## src/rtl/clksw_pkg.sv

```systemverilog
`timescale 1ns/1ps
package clksw_pkg;

  typedef enum logic [2:0] {
    ST_IDLE      = 3'd0,
    ST_FREEZE    = 3'd1,
    ST_SWITCH    = 3'd2,
    ST_RESET     = 3'd3,
    ST_WAIT_LOCK = 3'd4,
    ST_ENABLE    = 3'd5
  } swState_t;

  // strobes from the sequencer to the datapath
  typedef struct packed {
    logic gate;      // close enables, freeze phase detector
    logic swap;      // move select to the other input
    logic startRst;  // raise loop reset, load width counter
    logic tickRst;   // count down reset width
    logic relPll;    // drop loop reset, re-arm phase detector
    logic clrLock;   // clear lock run counter
    logic tickLock;  // advance lock run counter
    logic ungate;    // open enables
  } swStrobe_t;

  function automatic int ceilDiv(input int num, input int den);
    int q;
    q = (num + den - 1) / den;
    return (q < 1) ? 1 : q;
  endfunction

endpackage

```

## src/rtl/clksw_sync.sv

```systemverilog
`timescale 1ns/1ps
module clksw_sync #(
  parameter int WIDTH  = 1,
  parameter int STAGES = 2
) (
  input  logic             clk,
  input  logic             rst,
  input  logic [WIDTH-1:0] din,
  output logic [WIDTH-1:0] dout
);
  logic [STAGES-1:0][WIDTH-1:0] stg;

  always_ff @(posedge clk) begin
    if (rst) begin
      stg <= '0;
    end else begin
      stg[0] <= din;
      for (int s = 1; s < STAGES; s++) stg[s] <= stg[s-1];
    end
  end

  assign dout = stg[STAGES-1];
endmodule

```

## src/rtl/clksw_ctrl.sv

```systemverilog
`timescale 1ns/1ps
module clksw_ctrl
  import clksw_pkg::*;
(
  input  logic      clk,
  input  logic      rst,
  input  logic      manualReq,
  input  logic      badActive,
  input  logic      rstDone,
  input  logic      lockStable,
  output swStrobe_t strb
);
  swState_t state, nextState;

  always_ff @(posedge clk) begin
    if (rst) state <= ST_IDLE;
    else     state <= nextState;
  end

  always_comb begin
    nextState = state;
    strb      = '0;
    unique case (state)
      ST_IDLE: begin
        if (badActive || manualReq) nextState = ST_FREEZE;
      end
      ST_FREEZE: begin
        strb.gate = 1'b1;
        nextState = ST_SWITCH;
      end
      ST_SWITCH: begin
        strb.swap     = 1'b1;
        strb.startRst = 1'b1;
        nextState     = ST_RESET;
      end
      ST_RESET: begin
        strb.tickRst = 1'b1;
        if (rstDone) begin
          strb.relPll  = 1'b1;
          strb.clrLock = 1'b1;
          nextState    = ST_WAIT_LOCK;
        end
      end
      ST_WAIT_LOCK: begin
        if (badActive) begin
          nextState = ST_FREEZE;
        end else if (lockStable) begin
          strb.ungate = 1'b1;
          nextState   = ST_ENABLE;
        end else begin
          strb.tickLock = 1'b1;
        end
      end
      ST_ENABLE: begin
        nextState = ST_IDLE;
      end
      default: nextState = ST_IDLE;
    endcase
  end

  // a manual pulse while waiting for lock does not disturb the wait
  assert_manual_ignored_R8: assert property (@(posedge clk) disable iff (rst)
    (state == ST_WAIT_LOCK && manualReq && !badActive && !lockStable) |=> state == ST_WAIT_LOCK)
    else $error("manual request disturbed relock wait");

  // loss of the selected input during relock forces a new freeze
  assert_rewait_bad_R10: assert property (@(posedge clk) disable iff (rst)
    (state == ST_WAIT_LOCK && badActive) |=> state == ST_FREEZE)
    else $error("loss during relock did not re-freeze");

endmodule

```

## src/rtl/clksw_datapath.sv

```systemverilog
`timescale 1ns/1ps
module clksw_datapath
  import clksw_pkg::*;
#(
  parameter int NUM_OUT  = 4,
  parameter int RST_CYC  = 1,
  parameter int LOCK_CYC = 1024
) (
  input  logic               clk,
  input  logic               rst,
  input  swStrobe_t          strb,
  input  logic [1:0]         badSync,
  input  logic               lockSync,
  output logic               refSel,
  output logic               pfdEn,
  output logic               pllReset,
  output logic [NUM_OUT-1:0] outClkEn,
  output logic               badActive,
  output logic               rstDone,
  output logic               lockStable
);
  localparam int RW = $clog2(RST_CYC + 1);
  localparam int LW = $clog2(LOCK_CYC + 1);
  localparam logic [RW-1:0] RST_LOAD = RW'(RST_CYC);
  localparam logic [LW-1:0] LOCK_MAX = LW'(LOCK_CYC);

  logic               selReg, pfdReg, pllRstReg;
  logic [NUM_OUT-1:0] clkEnReg;
  logic [RW-1:0]      rstCnt;
  logic [LW-1:0]      lockCnt;

  always_ff @(posedge clk) begin
    if (rst) begin
      selReg    <= 1'b0;
      pfdReg    <= 1'b1;
      pllRstReg <= 1'b0;
      clkEnReg  <= '1;
    end else begin
      if (strb.swap)     selReg    <= ~selReg;
      if (strb.gate)     pfdReg    <= 1'b0;
      else if (strb.relPll) pfdReg <= 1'b1;
      if (strb.startRst) pllRstReg <= 1'b1;
      else if (strb.relPll) pllRstReg <= 1'b0;
      if (strb.gate)     clkEnReg  <= '0;
      else if (strb.ungate) clkEnReg <= '1;
    end
  end

  always_ff @(posedge clk) begin
    if (rst) begin
      rstCnt <= '0;
    end else if (strb.startRst) begin
      rstCnt <= RST_LOAD;
    end else if (strb.tickRst && rstCnt != '0) begin
      rstCnt <= rstCnt - 1'b1;
    end
  end

  always_ff @(posedge clk) begin
    if (rst || strb.clrLock) begin
      lockCnt <= '0;
    end else if (strb.tickLock) begin
      if (!lockSync)              lockCnt <= '0;
      else if (lockCnt != LOCK_MAX) lockCnt <= lockCnt + 1'b1;
    end
  end

  assign badActive  = badSync[selReg];
  assign rstDone    = (rstCnt == RW'(1));
  assign lockStable = (lockCnt == LOCK_MAX);

  assign refSel   = selReg;
  assign pfdEn    = pfdReg;
  assign pllReset = pllRstReg;
  assign outClkEn = clkEnReg;

  // checker counters: observed run lengths
  logic [RW-1:0] rstRun;
  logic [LW-1:0] lockRun;

  always_ff @(posedge clk) begin
    if (rst) begin
      rstRun  <= '0;
      lockRun <= '0;
    end else begin
      if (!pllRstReg)             rstRun <= '0;
      else if (rstRun != RST_LOAD) rstRun <= rstRun + 1'b1;
      if (!lockSync)               lockRun <= '0;
      else if (lockRun != LOCK_MAX) lockRun <= lockRun + 1'b1;
    end
  end

  // select moves only while frozen and gated
  assert_swap_frozen_R2: assert property (@(posedge clk) disable iff (rst)
    (!$stable(selReg) && !$past(rst)) |-> (!pfdReg && clkEnReg == '0))
    else $error("select moved while not frozen");

  // moving the select starts a loop reset
  assert_swap_resets_R3: assert property (@(posedge clk) disable iff (rst)
    (!$stable(selReg) && !$past(rst)) |-> pllRstReg)
    else $error("select moved without loop reset");

  // loop reset reaches its minimum width
  assert_rst_min_width_R4: assert property (@(posedge clk) disable iff (rst)
    ($fell(pllRstReg) && !$past(rst)) |-> (rstRun == RST_LOAD && pfdReg))
    else $error("loop reset too short");

  // enables closed while loop reset is high
  assert_gated_in_reset_R5: assert property (@(posedge clk) disable iff (rst)
    pllRstReg |-> clkEnReg == '0)
    else $error("enable open during loop reset");

  // enables open only after a full stable lock run, detector running
  assert_ungate_stable_R6: assert property (@(posedge clk) disable iff (rst)
    ($rose(clkEnReg[0]) && !$past(rst)) |-> (lockRun == LOCK_MAX && pfdReg))
    else $error("enables opened without stable lock");

endmodule

```

## src/rtl/clksw_top.sv

```systemverilog
`timescale 1ns/1ps
module clksw_top
  import clksw_pkg::*;
#(
  parameter int NUM_OUT         = 4,
  parameter int CLK_PERIOD_PS   = 10000,
  parameter int RST_MIN_PS      = 10000,
  parameter int LOCK_STABLE_CYC = 1024,
  parameter int SYNC_STAGES     = 2
) (
  input  logic               clk,
  input  logic               rst,
  input  logic [1:0]         clkBadIn,
  input  logic               manualReq,
  input  logic               lockIn,
  output logic               refSel,
  output logic               pfdEn,
  output logic               pllReset,
  output logic [NUM_OUT-1:0] outClkEn
);
  localparam int RST_CYC = ceilDiv(RST_MIN_PS, CLK_PERIOD_PS);

  logic [2:0] syncOut;
  logic [1:0] badSync;
  logic       lockSync;
  logic       badActive, rstDone, lockStable;
  swStrobe_t  strb;

  clksw_sync #(.WIDTH(3), .STAGES(SYNC_STAGES)) sync_i (
    .clk  (clk),
    .rst  (rst),
    .din  ({lockIn, clkBadIn}),
    .dout (syncOut)
  );

  assign badSync  = syncOut[1:0];
  assign lockSync = syncOut[2];

  clksw_ctrl ctrl_i (
    .clk        (clk),
    .rst        (rst),
    .manualReq  (manualReq),
    .badActive  (badActive),
    .rstDone    (rstDone),
    .lockStable (lockStable),
    .strb       (strb)
  );

  clksw_datapath #(
    .NUM_OUT  (NUM_OUT),
    .RST_CYC  (RST_CYC),
    .LOCK_CYC (LOCK_STABLE_CYC)
  ) dp_i (
    .clk        (clk),
    .rst        (rst),
    .strb       (strb),
    .badSync    (badSync),
    .lockSync   (lockSync),
    .refSel     (refSel),
    .pfdEn      (pfdEn),
    .pllReset   (pllReset),
    .outClkEn   (outClkEn),
    .badActive  (badActive),
    .rstDone    (rstDone),
    .lockStable (lockStable)
  );
endmodule

```

## config.mk

```make
export PLATFORM = sky130hd
export DESIGN_NAME = clksw_top
export DESIGN_NICKNAME = d
export VERILOG_FILES = /design/src/rtl/clksw_pkg.sv /design/src/rtl/clksw_sync.sv /design/src/rtl/clksw_ctrl.sv /design/src/rtl/clksw_datapath.sv /design/src/rtl/clksw_top.sv
export SDC_FILE = /design/constraint.sdc
export NUM_CORES = 1
export LEC_CHECK = 0
export CAP_MARGIN = 30
export CORE_ASPECT_RATIO = 0.7
export CORE_UTILIZATION = 53
export DETAILED_ROUTE_END_ITERATION = 16
export HOLD_SLACK_MARGIN = 0.1
export PLACE_DENSITY_LB_ADDON = 0.25
export SYNTH_ARGS = -nofsm -noshare
export SYNTH_HDL_FRONTEND = slang
export SYNTH_SLANG_ARGS = --single-unit
export TNS_END_PERCENT = 30
```

## constraint.sdc

```tcl
create_clock -name clk -period 1.81 [get_ports clk]
set_input_delay 0.4525 -clock clk [delete_from_list [all_inputs] [get_ports clk]]
set_output_delay 0.4525 -clock clk [all_outputs]
set_load 0.05 [all_outputs]
```

==> results of run 1 <==
worst register-to-register path, stage by stage (launching register included):
cell     delay, ns
dfxtp_1       0.42
inv_1         0.06
ha_1          0.17
nor2b_1       0.13
and4_1        0.25
or4_4         0.43
a21oi_2       0.13
power breakdown:
part           internal (W)  switching (W)  total [W]
combinational     0.0000679       0.000113   0.000181
clock             0.0000845       0.000172   0.000257
sequential         0.000578      0.0000281   0.000606
layout make-up:
class | count | area, sq um | share of cell area [%]
sequential | 25 | 504 | 38.7
clock buffer | 3 | 22.5 | 1.73
multi-input combinational | 84 | 567 | 43.5
clock inverter | 1 | 7.51 | 0.576
inverter | 7 | 26.3 | 2.02
timing repair buffer | 18 | 148 | 11.3
tap | 22 | 27.5 | 2.11
metal layers:
layer | GRT usage (%) | wire length, um | part of all wire (%) | vias up
met1 | 25.6 | 977 | 48 | 401
met4 | 7.93 | 15 | 0.73 | 0
li1 | - | - | - | 462
met3 | 7.10 | 160 | 7.8 | 2
met5 | 0 | 0 | 0 | -
met2 | 33.9 | 900 | 44 | 34
synth_stat cells (all sizes together) (2+ instances only):
master / instances
a21oi: 12
and3: 2
and4: 2
buf: 5
dfxtp: 25
ha: 2
inv: 7
mux2i: 2
nand2: 3
nand2b: 2
nand3: 7
nand4: 4
nor2: 11
nor2b: 7
nor3b: 2
o21ai: 5
o31ai: 4
or4: 4
xnor2: 2
xor2: 3
sequential cells by signal, indices dropped and copies added, names as in the netlist, 3 cells and up:
name,flops
sync_i.stg,3
ctrl_i.state,3
sync_i.dout,3
dp_i.lockCnt,11
final timing paths:
check	from	endpoint	depth (start not counted)
worst max-delay path	dp_i.lockCnt[1]	dp_i.lockCnt[2]	6
worst min register to register	sync_i.stg[2]	sync_i.dout[2]	1
worst min-delay path	sync_i.stg[2]	sync_i.dout[2]	1
worst max register to register	dp_i.lockCnt[1]	dp_i.lockCnt[2]	6
cell usage in the layout (no fill, tap or decap), types with 2 or more instances in the layout:
| cell type | synthesis | final |
|---|---|---|
| a21oi_1 | 11 | 11 |
| and3_1 | 2 | 2 |
| and4_1 | 2 | 2 |
| buf_4 | 3 | 13 |
| clkbuf_4 | 0 | 3 |
| clkdlybuf4s50_1 | 0 | 5 |
| dfxtp_1 | 25 | 22 |
| dfxtp_2 | 0 | 3 |
| ha_1 | 2 | 2 |
| inv_1 | 7 | 7 |
| nand2_1 | 3 | 3 |
| nand2b_1 | 2 | 2 |
| nand3_1 | 6 | 6 |
| nand4_1 | 4 | 4 |
| nor2_1 | 11 | 11 |
| nor2b_1 | 7 | 7 |
| o21ai_0 | 5 | 5 |
| o31ai_1 | 4 | 4 |
| or4_1 | 3 | 3 |
| xnor2_1 | 2 | 2 |
| xor2_1 | 3 | 3 |
cell families (layout without fill, tap and decap cells):
kind of cell | Yosys count | in the layout | share of synthesized area, %
and+or+nand+nor | 51 | 51 | 28.4
DFF | 25 | 25 | 44.9
AOI/OAI and AO/OA | 24 | 24 | 12.8
buffers and inverters | 13 | 29 | 5.61
xor gates and xnor gates | 5 | 5 | 3.93
adders and majority gates | 2 | 2 | 2.24
muxes | 2 | 2 | 2.13
what timing repair did:
item                                    4_1_cts  5_1_grt
endpoints found under the setup margin        0       11
gates resized for setup                       0        4
hold buffers                                  0        0
setup buffers                                 0        3
metrics by stage:
step / setup WS [ns] / total power (W) / std cells / utilization [%]
after CTS: 0.0448 / 0.00105 / 157 / 65.8
after floorplan: 0.0355 / 0.000747 / 122 / -
final: 0.156 / 0.00104 / 160 / 67.9
after global placement: 0.155 / 0.000793 / 153 / 64.2
after global routing: 0.0346 / 0.00109 / 160 / 67.9
after detailed placement: 0.0749 / 0.000795 / 153 / 64.2
==> flow_summary.toml, run 1 <==
[place]
gp_congestion = 0.839
placed_cell_area_sq_um = 1230
io_buffers = 12
dpl.hpwl_um = 1520

[run]
cap_violations = 0

[finish]
nFillCells = 149
nNetsFinal = 147
syn_to_final_growth_pct = 16.8
antenna_cells = 0
stdcell_area_sq_um = 1300
drive_gt1_share_pct = 19.6

[sta]
drv_slew = 0
setup_tns_ns = 0
timing.hold.ws_ns = 0.454
post-route-min-period_ns = 1.65
rsz0062_at_grt = "no"
tightest_slew_ns = 0.277
max_freq_mhz = 605
hold_violations = 0
finClkSkew_ns = 0.00311
period_share_pct = 91.4
finalSetupViolations = 0
max_slew_margin_pct = 81.1

[synth]
yosys_warnings = 0
synth.area.top_cells = "dfxtp_1, a21oi_1, nor2b_1"
ys_seq_area_share_pct = 44.9
synthArstFlopShare_pct = 0
avgSynthCellArea_sq_um = 9.14
synth_ff_type = "dfxtp_1"
synth_cells = 122
ys_ff_latch = 25
synthDistinctLibCells = 37
synth_top_area_share_pct = 44.9
synth.largest_area_cell = "dfxtp_1"
syn-cell-area_sq_um = 1110
synth_edf_count = 0
syn_nets = 130

[routing]
vias = 899
avgRoutedWirePerCell_um = 12.8
drt_drc_violations_left = 4
drt_iter0_drc = 40
drt-vias-per-instance = 5.62
drt_pass1_iterations = 10
detail-route-antenna-nets = 0
totalWireLength_um = 2050

[setup_path]
cp_max_fo = 7
r2r_setup_slack_ns = 0.16
crit_family = "simple AND/OR/NAND/NOR gates"
crit_buf_inv = 1
cpMaxStageDelayCell = "or4_4"
max_stage_delay_ns = 0.43
crit_chain = "inv_1, ha_1, nor2b_1, and4_1, or4_4, a21oi_2"
cp-start-kind = "flop"
cp.required_ns = 2.08
cp-end-kind = "flop"
path_class = "reg -> reg"
worstPathArrival_ns = 1.93

[grt]
antenna_found_initial = 0
gr-total-overflow = 0
grt_pass1_vias = 762
grt_usage_pct = 20.6
grt_pass1_wl_um = 3370
grt_max_degree = 16

[floorplanning]
start_util_pct = 58.1
ios = 13
rows = 13
core_area_sq_um = 1920
dieHeight_um = 40.4
fp.dieW_um = 56.8
die-area_sq_um = 2290

[clock_network]
cts_sinks = 25
cts_tree = "yes"
cts_max_level = 1
cts_buffers = 3
path_clk_slew_ns = 0.14
cts_root_buf = "clkbuf_4"
insertion_delay_ns = 0.32
clockBufferDepth = 2

[power_and_ir_drop]
power_density_nw_per_um2 = 801
leakagePower_nw = 0.463
peakVddDrop_uv = 493

[status]
failed_checks = "DRC"
outcome = "complete, but fails checks"

[min_path]
hold_path_class = "reg -> reg"
Note: power is estimated with default switching activity, not from simulation.
==> run 2: changes to the inputs <==
--- a/config.mk
+++ b/config.mk
@@ -9,6 +9,7 @@
 export CORE_ASPECT_RATIO = 0.7
 export CORE_UTILIZATION = 53
 export DETAILED_ROUTE_END_ITERATION = 16
+export GPL_ROUTABILITY_DRIVEN = 0
 export HOLD_SLACK_MARGIN = 0.1
 export PLACE_DENSITY_LB_ADDON = 0.25
 export SYNTH_ARGS = -nofsm -noshare
==> results of run 2 <==
No change in the layout: final DEF, timing and power equal those of run 1.
